==> src/rtl/ampc_pkg.sv <==
package ampc_pkg;
  localparam int WORD_W = 8;
  localparam int MODE_W = 3;
  localparam int GAIN_W = WORD_W - MODE_W;
  localparam int HP_CH  = 2;

  typedef enum logic [MODE_W-1:0] {
    MD_STANDBY    = 3'd0,
    MD_SPK_PHONE  = 3'd1,
    MD_HP_PHONE   = 3'd2,
    MD_SPK_STEREO = 3'd3,
    MD_HP_STEREO  = 3'd4,
    MD_SPK_BOTH   = 3'd5,
    MD_HP_MIX     = 3'd6,
    MD_ALL        = 3'd7
  } mode_e;

  typedef struct packed {
    logic [GAIN_W-1:0] gain;
    logic [MODE_W-1:0] mode;
  } ctrl_word_t;
endpackage

==> src/rtl/ampc_sync.sv <==
module ampc_sync #(
  parameter int N      = 3,
  parameter int STAGES = 2
) (
  input  logic         clk,
  input  logic         rst_n,
  input  logic [N-1:0] din,
  output logic [N-1:0] dout
);
  for (genvar i = 0; i < N; i++) begin : g_bit
    logic [STAGES-1:0] q;
    logic [STAGES-1:0] d;

    always_comb d = {q[STAGES-2:0], din[i]};

    always_ff @(posedge clk or negedge rst_n) begin
      if (!rst_n) q <= '0;
      else        q <= d;
    end

    assign dout[i] = q[STAGES-1];
  end
endmodule

==> src/rtl/ampc_frame_rx.sv <==
module ampc_frame_rx
  import ampc_pkg::*;
(
  input  logic              clk,
  input  logic              rst_n,
  input  logic              s_clk,
  input  logic              s_en,
  input  logic              s_dat,
  output logic [WORD_W-1:0] word_o,
  output logic              commit_o,
  output logic              reject_o
);
  localparam int CNT_W = $clog2(WORD_W + 1);

  logic              prev_clk_q, prev_en_q;
  logic [WORD_W-1:0] shreg_q, shreg_d;
  logic [CNT_W-1:0]  cnt_q, cnt_d;
  logic              commit_q, commit_d, reject_q, reject_d;
  logic              clk_rise, en_fall, full;

  always_comb begin
    clk_rise = s_clk & ~prev_clk_q;
    en_fall  = ~s_en & prev_en_q;
    full     = (cnt_q == CNT_W'(WORD_W));
    shreg_d  = shreg_q;
    cnt_d    = cnt_q;
    if (!s_en) begin
      cnt_d = '0;
    end else if (clk_rise && !full) begin
      shreg_d = {s_dat, shreg_q[WORD_W-1:1]};
      cnt_d   = cnt_q + CNT_W'(1);
    end
    commit_d = en_fall & full;
    reject_d = en_fall & ~full;
  end

  always_ff @(posedge clk or negedge rst_n) begin
    if (!rst_n) begin
      prev_clk_q <= 1'b0;
      prev_en_q  <= 1'b0;
      shreg_q    <= '0;
      cnt_q      <= '0;
      commit_q   <= 1'b0;
      reject_q   <= 1'b0;
    end else begin
      prev_clk_q <= s_clk;
      prev_en_q  <= s_en;
      shreg_q    <= shreg_d;
      cnt_q      <= cnt_d;
      commit_q   <= commit_d;
      reject_q   <= reject_d;
    end
  end

  assign word_o   = shreg_q;
  assign commit_o = commit_q;
  assign reject_o = reject_q;

  // a full word is frozen for the rest of the window
  assert_full_hold_R5: assert property (@(posedge clk) disable iff (!rst_n)
    (s_en && full) |=> $stable(shreg_q));
  // nothing shifts while the enable is low
  assert_idle_hold_R11: assert property (@(posedge clk) disable iff (!rst_n)
    (!s_en) |=> $stable(shreg_q));
  // a window never both commits and rejects
  assert_one_outcome_R4: assert property (@(posedge clk) disable iff (!rst_n)
    !(commit_q && reject_q));
endmodule

==> src/rtl/ampc_route.sv <==
module ampc_route
  import ampc_pkg::*;
(
  input  logic [MODE_W-1:0] mode,
  output logic              spk_on,
  output logic              spk_phone,
  output logic              spk_mix,
  output logic [HP_CH-1:0]  hp_on,
  output logic [HP_CH-1:0]  hp_phone,
  output logic [HP_CH-1:0]  hp_stereo
);
  logic hp_en, hp_ph, hp_st;

  always_comb begin
    spk_phone = 1'b0;
    spk_mix   = 1'b0;
    hp_ph     = 1'b0;
    hp_st     = 1'b0;
    unique case (mode_e'(mode))
      MD_STANDBY:    ;
      MD_SPK_PHONE:  spk_phone = 1'b1;
      MD_HP_PHONE:   hp_ph     = 1'b1;
      MD_SPK_STEREO: spk_mix   = 1'b1;
      MD_HP_STEREO:  hp_st     = 1'b1;
      MD_SPK_BOTH:   begin spk_mix = 1'b1; spk_phone = 1'b1; end
      MD_HP_MIX:     begin hp_ph = 1'b1; hp_st = 1'b1; end
      MD_ALL:        begin hp_ph = 1'b1; hp_st = 1'b1; spk_phone = 1'b1; end
      default:       ;
    endcase
    spk_on = spk_phone | spk_mix;
    hp_en  = hp_ph | hp_st;
  end

  for (genvar c = 0; c < HP_CH; c++) begin : g_hp
    assign hp_on[c]     = hp_en;
    assign hp_phone[c]  = hp_ph;
    assign hp_stereo[c] = hp_st;
  end
endmodule

==> src/rtl/ampc_top.sv <==
module ampc_top
  import ampc_pkg::*;
#(
  parameter int SYNC_STAGES = 2,
  parameter int RESET_GAIN  = 27,
  parameter int GAIN_BASE   = -69,
  parameter int GAIN_STEP   = 3,
  parameter int GAIN_OUT_W  = 8
) (
  input  logic                         clk,
  input  logic                         rst_n,
  input  logic                         ser_dat,
  input  logic                         ser_clk,
  input  logic                         ser_en,
  output logic [2:0]                   cfg_mode,
  output logic [4:0]                   cfg_gain,
  output logic signed [GAIN_OUT_W-1:0] gain_hdb,
  output logic                         spk_on,
  output logic                         spk_phone,
  output logic                         spk_mix,
  output logic [1:0]                   hp_on,
  output logic [1:0]                   hp_phone,
  output logic [1:0]                   hp_stereo,
  output logic                         commit_pulse,
  output logic                         frame_rejected
);
  localparam int GAIN_MAX = GAIN_BASE + GAIN_STEP * ((1 << GAIN_W) - 1);

  logic [2:0]        sync_q;
  logic [WORD_W-1:0] rx_word;
  logic              rx_commit, rx_reject;
  ctrl_word_t        ctrl_q, ctrl_d;
  logic              pulse_q, pulse_d, rej_q, rej_d;

  ampc_sync #(.N(3), .STAGES(SYNC_STAGES)) u_sync (
    .clk(clk), .rst_n(rst_n),
    .din({ser_en, ser_clk, ser_dat}),
    .dout(sync_q)
  );

  ampc_frame_rx u_rx (
    .clk(clk), .rst_n(rst_n),
    .s_clk(sync_q[1]), .s_en(sync_q[2]), .s_dat(sync_q[0]),
    .word_o(rx_word), .commit_o(rx_commit), .reject_o(rx_reject)
  );

  always_comb begin
    ctrl_d  = rx_commit ? ctrl_word_t'(rx_word) : ctrl_q;
    pulse_d = rx_commit;
    rej_d   = rej_q;
    if (rx_commit)      rej_d = 1'b0;
    else if (rx_reject) rej_d = 1'b1;
  end

  always_ff @(posedge clk or negedge rst_n) begin
    if (!rst_n) begin
      ctrl_q.mode <= MD_STANDBY;
      ctrl_q.gain <= GAIN_W'(RESET_GAIN);
      pulse_q     <= 1'b0;
      rej_q       <= 1'b0;
    end else begin
      ctrl_q  <= ctrl_d;
      pulse_q <= pulse_d;
      rej_q   <= rej_d;
    end
  end

  ampc_route u_route (
    .mode(ctrl_q.mode),
    .spk_on(spk_on), .spk_phone(spk_phone), .spk_mix(spk_mix),
    .hp_on(hp_on), .hp_phone(hp_phone), .hp_stereo(hp_stereo)
  );

  always_comb gain_hdb = GAIN_OUT_W'(GAIN_BASE + GAIN_STEP * int'(ctrl_q.gain));

  assign cfg_mode       = ctrl_q.mode;
  assign cfg_gain       = ctrl_q.gain;
  assign commit_pulse   = pulse_q;
  assign frame_rejected = rej_q;

  // the active word only moves together with the commit strobe
  assert_load_with_pulse_R3: assert property (@(posedge clk) disable iff (!rst_n)
    !$stable(ctrl_q) |-> commit_pulse);
  // the strobe never lasts two cycles
  assert_pulse_single_R3: assert property (@(posedge clk) disable iff (!rst_n)
    commit_pulse |=> !commit_pulse);
  // a commit leaves the rejection flag clear
  assert_commit_clears_R4: assert property (@(posedge clk) disable iff (!rst_n)
    commit_pulse |-> !frame_rejected);
  // gain stays inside the coded range
  assert_gain_range_R6: assert property (@(posedge clk) disable iff (!rst_n)
    (int'(gain_hdb) >= GAIN_BASE) && (int'(gain_hdb) <= GAIN_MAX));
  // standby leaves every path dark
  assert_standby_off_R8: assert property (@(posedge clk) disable iff (!rst_n)
    (cfg_mode == 3'd0) |-> (!spk_on && hp_on == 2'b00));
  // an enabled speaker always has a source
  assert_spk_source_R9: assert property (@(posedge clk) disable iff (!rst_n)
    spk_on |-> (spk_phone || spk_mix));
endmodule

==> config.mk <==
export PLATFORM = sky130hd
export DESIGN_NAME = ampc_top
export DESIGN_NICKNAME = d
export VERILOG_FILES = /design/src/rtl/ampc_pkg.sv /design/src/rtl/ampc_sync.sv /design/src/rtl/ampc_frame_rx.sv /design/src/rtl/ampc_route.sv /design/src/rtl/ampc_top.sv
export SDC_FILE = /design/constraint.sdc
export NUM_CORES = 1
export LEC_CHECK = 0
export BUFFER_PORTS_ARGS = -buffer_cell sky130_fd_sc_hd__buf_2
export CORE_MARGIN = 2
export CORE_UTILIZATION = 50
export DETAILED_ROUTE_END_ITERATION = 10
export PLACE_DENSITY = 0.73
export SLEW_MARGIN = 10
export SYNTH_ARGS = -nofsm -noshare
export SYNTH_HDL_FRONTEND = slang
export SYNTH_HIERARCHICAL = 1
export SYNTH_SLANG_ARGS = --single-unit
==> constraint.sdc <==
create_clock -name clk -period 2.9 [get_ports clk]
set_input_delay 0.29 -clock clk [delete_from_list [all_inputs] [get_ports clk]]
set_output_delay 0.29 -clock clk [all_outputs]
set_load 0.01 [all_outputs]
==> impl_metrics.env <==
export IMPL_grt_max_degree=33
export IMPL_crit_path_end_kind="primary output"
export IMPL_critPathLaunchType="flop"
export IMPL_worstSkewPairLatency_ns=0.32
export IMPL_fin_crit_ns=2.77
export IMPL_yosys_warnings=6
export IMPL_worst_pin_slew_ns=0.665
export IMPL_layoutNonFillerInstCount=216
export IMPL_cts_setup_buffers=0
export IMPL_dp_hpwl_mm=2.06
export IMPL_hold_viol=0
export IMPL_rr_endpoint="u_rx/word_o[4]$_DFFE_PN0P_"
export IMPL_htreeDepth=2
export IMPL_max_cap_violations=0
export IMPL_synth_cell_types=39
export IMPL_dp_cells=207
export IMPL_initialDrtViolationCount=53
export IMPL_num_nets_final=186
export IMPL_status="completed"
export IMPL_grt_pass1_vias=1059
export IMPL_cp_required_ns=2.61
export IMPL_ioPinCount=32
export IMPL_grtUsageTotal_pct=16.3
export IMPL_cts_root_buf="clkbuf_4"
export IMPL_final_area_sq_mm=0.00186
export IMPL_synth_seq_cells=32
export IMPL_avgSynthCellArea_sq_um=11.4
export IMPL_cp_slowest_cell="fa_1"
export IMPL_ys_seq_area_share_pct=49.2
export IMPL_path_class="reg -> out"
export IMPL_grt_overflow=0
export IMPL_chipWidth_microns=61.2
export IMPL_ys_async_sr_fraction_pct=100
export IMPL_gp_congestion=0.848
export IMPL_clock_skew_ns=0.00894
export IMPL_die_h_microns=61.2
export IMPL_start_util_pct=53.2
export IMPL_cp_max_fo=6
export IMPL_cellPowerDensity_mw_per_mm2=495
export IMPL_cts_num_sinks=32
export IMPL_syn_inst=144
export IMPL_antenna_found_initial=0
export IMPL_ys_flop_type="dfrtp_1"
export IMPL_r2r_slack_ns=1.04
export IMPL_nFillCells=278
export IMPL_coreArea_sq_mm=0.00308
export IMPL_antenna_left=0
export IMPL_cts_buffer_depth=2
export IMPL_fmax_mhz=361
export IMPL_relSlewSlack_pct=55.7
export IMPL_final_layout_size_suffix_gt1_share_pct=37.8
export IMPL_holdPathStages=1
export IMPL_portBuffers=31
export IMPL_hold_path_startpoint="ser_clk"
export IMPL_area_growth_pct=13.7
export IMPL_vias_per_cell=5.03
export IMPL_tns_ns=0
export IMPL_clk_pin_slew_worst_paths_ns=0.09
export IMPL_hp_class="in -> reg"
export IMPL_firstDrtPassIters=4
export IMPL_max_stage_delay_ns=0.43
export IMPL_cp_cell_sequence="ha_1, fa_1, xor2_2, nor3_1, mux2_2, a21boi_1, nor3_2, buf_2"
export IMPL_syn_nets=159
export IMPL_cts_buffers=5
export IMPL_slew_violations=0
export IMPL_crit_family="adder cells"
export IMPL_critical_path_buf_inv_count=1
export IMPL_rr_worst_depth=5
export IMPL_grt_pass1_wl_mm=4.27
export IMPL_cts_tree="done"
export IMPL_drc_errors=0
export IMPL_ir_drop_uv=376
export IMPL_dieArea_sq_mm=0.00375
export IMPL_cp_arrival_ns=2.48
export IMPL_rows=20
export IMPL_vias=1086
export IMPL_postPlaceCellArea_sq_mm=0.00177
export IMPL_syn_area_sq_mm=0.00164
export IMPL_n_antenna_cell=0
export IMPL_wire_per_inst_microns=12.4
export IMPL_cellLeakagePower_nw=0.904
export IMPL_synthTopCellsByArea="dfrtp_1 43%, mux2_2 8.9%, ha_1 6.9%"
export IMPL_rr_startpoint="u_rx/cnt_q[0]$_DFFE_PN0P_"
export IMPL_synth_top_cell_area_share_pct=42.8
export IMPL_hold_path_end="u_sync/g_bit[1].q[0]$_DFF_PN0_"
export IMPL_finalSetupViolations=0
export IMPL_wl_mm=2.68
export IMPL_final_util_pct=60.4
export IMPL_synth_edf_count=0
export IMPL_yosys_area_top_type="dfrtp_1"
export IMPL_fin_crit_sh_pct=95.6
cells by family (layout without fill, tap and decap cells):
logic type | count (synthesis) | in the layout | share of synthesized area [%]
compound gates | 22 | 22 | 8.34
xor+xnor | 9 | 9 | 5.28
fa+ha+maj | 11 | 11 | 8.79
buf+inv | 23 | 51 | 7.34
flops | 32 | 32 | 49.2
mux | 15 | 15 | 10.2
simple gates | 32 | 32 | 10.9
how the worst max path moves through the flow:
stage | depth (start not counted) | startpoint | endpoint
finish | 8 | cfg_gain[0]$_DFFE_PN1P_ | gain_hdb[6]
global route | 8 | cfg_gain[0]$_DFFE_PN1P_ | gain_hdb[6]
CTS | 8 | cfg_gain[0]$_DFFE_PN1P_ | gain_hdb[6]
detailed placement | 8 | cfg_gain[0]$_DFFE_PN1P_ | gain_hdb[6]
global placement | 8 | cfg_gain[0]$_DFFE_PN1P_ | gain_hdb[6]
floorplan | 7 | cfg_gain[0]$_DFFE_PN1P_ | gain_hdb[6]
metrics by stage:
stage / power (mW) / setup slack, ns / hold WS, ns
finish: 0.922 / 0.128 / 0.0707
global route: 0.972 / -0.00134 / 0.0394
CTS: 0.940 / 0.0715 / 0.0505
detailed placement: 0.614 / 0.452 / 0.337
global placement: 0.605 / 0.545 / 0.335
floorplan: 0.587 / 0.609 / -0.00559
placed cells by master (no fill, tap or decap), drive strengths merged, types with 3 or more instances in the layout:
| cell type | instances |
|---|---|
| xnor2 | 6 |
| clkbuf | 6 |
| o21ai | 6 |
| dfstp | 4 |
| inv | 11 |
| nand2 | 10 |
| a21oi | 6 |
| ha | 9 |
| mux2 | 13 |
| nand3 | 3 |
| nor2 | 6 |
| xor2 | 3 |
| buf | 31 |
| dfrtp | 28 |
| nor3 | 4 |
flip-flops by register name, indices dropped and copies added, names as in the netlist:
name,count
cfg_mode,3
u_rx/prev_en_q,1
commit_pulse,1
u_sync/g_bit.q,6
u_rx/prev_clk_q,1
frame_rejected,1
u_rx/commit_o,1
u_rx/reject_o,1
u_rx/word_o,8
cfg_gain,5
u_rx/cnt_q,4
metal layers:
layer / vias to the layer above / wire (microns) / track usage, %
met3: 2 / 113 / 6.30
met2: 21 / 1500 / 30.2
met1: 531 / 1040 / 15.5
met4: 0 / 21 / 7.76
met5: - / 0 / 0
li1: 532 / - / -
Yosys cell counts (2+ instances only):
| cell | n |
|---|---|
| nand2b_1 | 2 |
| nand3_1 | 3 |
| nor2_1 | 6 |
| buf_4 | 9 |
| ha_1 | 9 |
| a21oi_1 | 6 |
| clkbuf_1 | 3 |
| xnor2_1 | 6 |
| mux2i_1 | 2 |
| mux2_2 | 13 |
| xor2_1 | 2 |
| nor3_1 | 3 |
| dfstp_2 | 4 |
| inv_1 | 10 |
| o21ai_0 | 6 |
| nand2_1 | 10 |
| dfrtp_1 | 28 |
worst register-to-register path, stage by stage (launching register included):
cell     delay, ns
dfrtp_1       0.41
inv_1         0.08
ha_1          0.21
and3b_2       0.25
nor3b_4       0.42
mux2_2        0.39
cell type report:
type / count / area (sq um) / share of cell area (%)
clock inverter: 2 / 35.0 / 1.88
multi-input combinational: 89 / 717 / 38.5
timing repair buffer: 32 / 165 / 8.88
inverter: 11 / 41.3 / 2.22
clock buffer: 6 / 41.3 / 2.22
sequential: 32 / 806 / 43.3
tap: 44 / 55.1 / 2.96
repair_timing:
action / 4_1_cts / 5_1_grt
hold endpoints to repair: 18 / 0
hold buffers: 1 / 0
endpoints found under the setup margin: 0 / 1
resized for setup: 0 / 2
power by group:
group | internal [mW] | switching [mW]
logic | 0.0425 | 0.0251
clock network | 0.181 | 0.137
registers | 0.499 | 0.0370
Note: power is estimated with default switching activity, not from simulation.
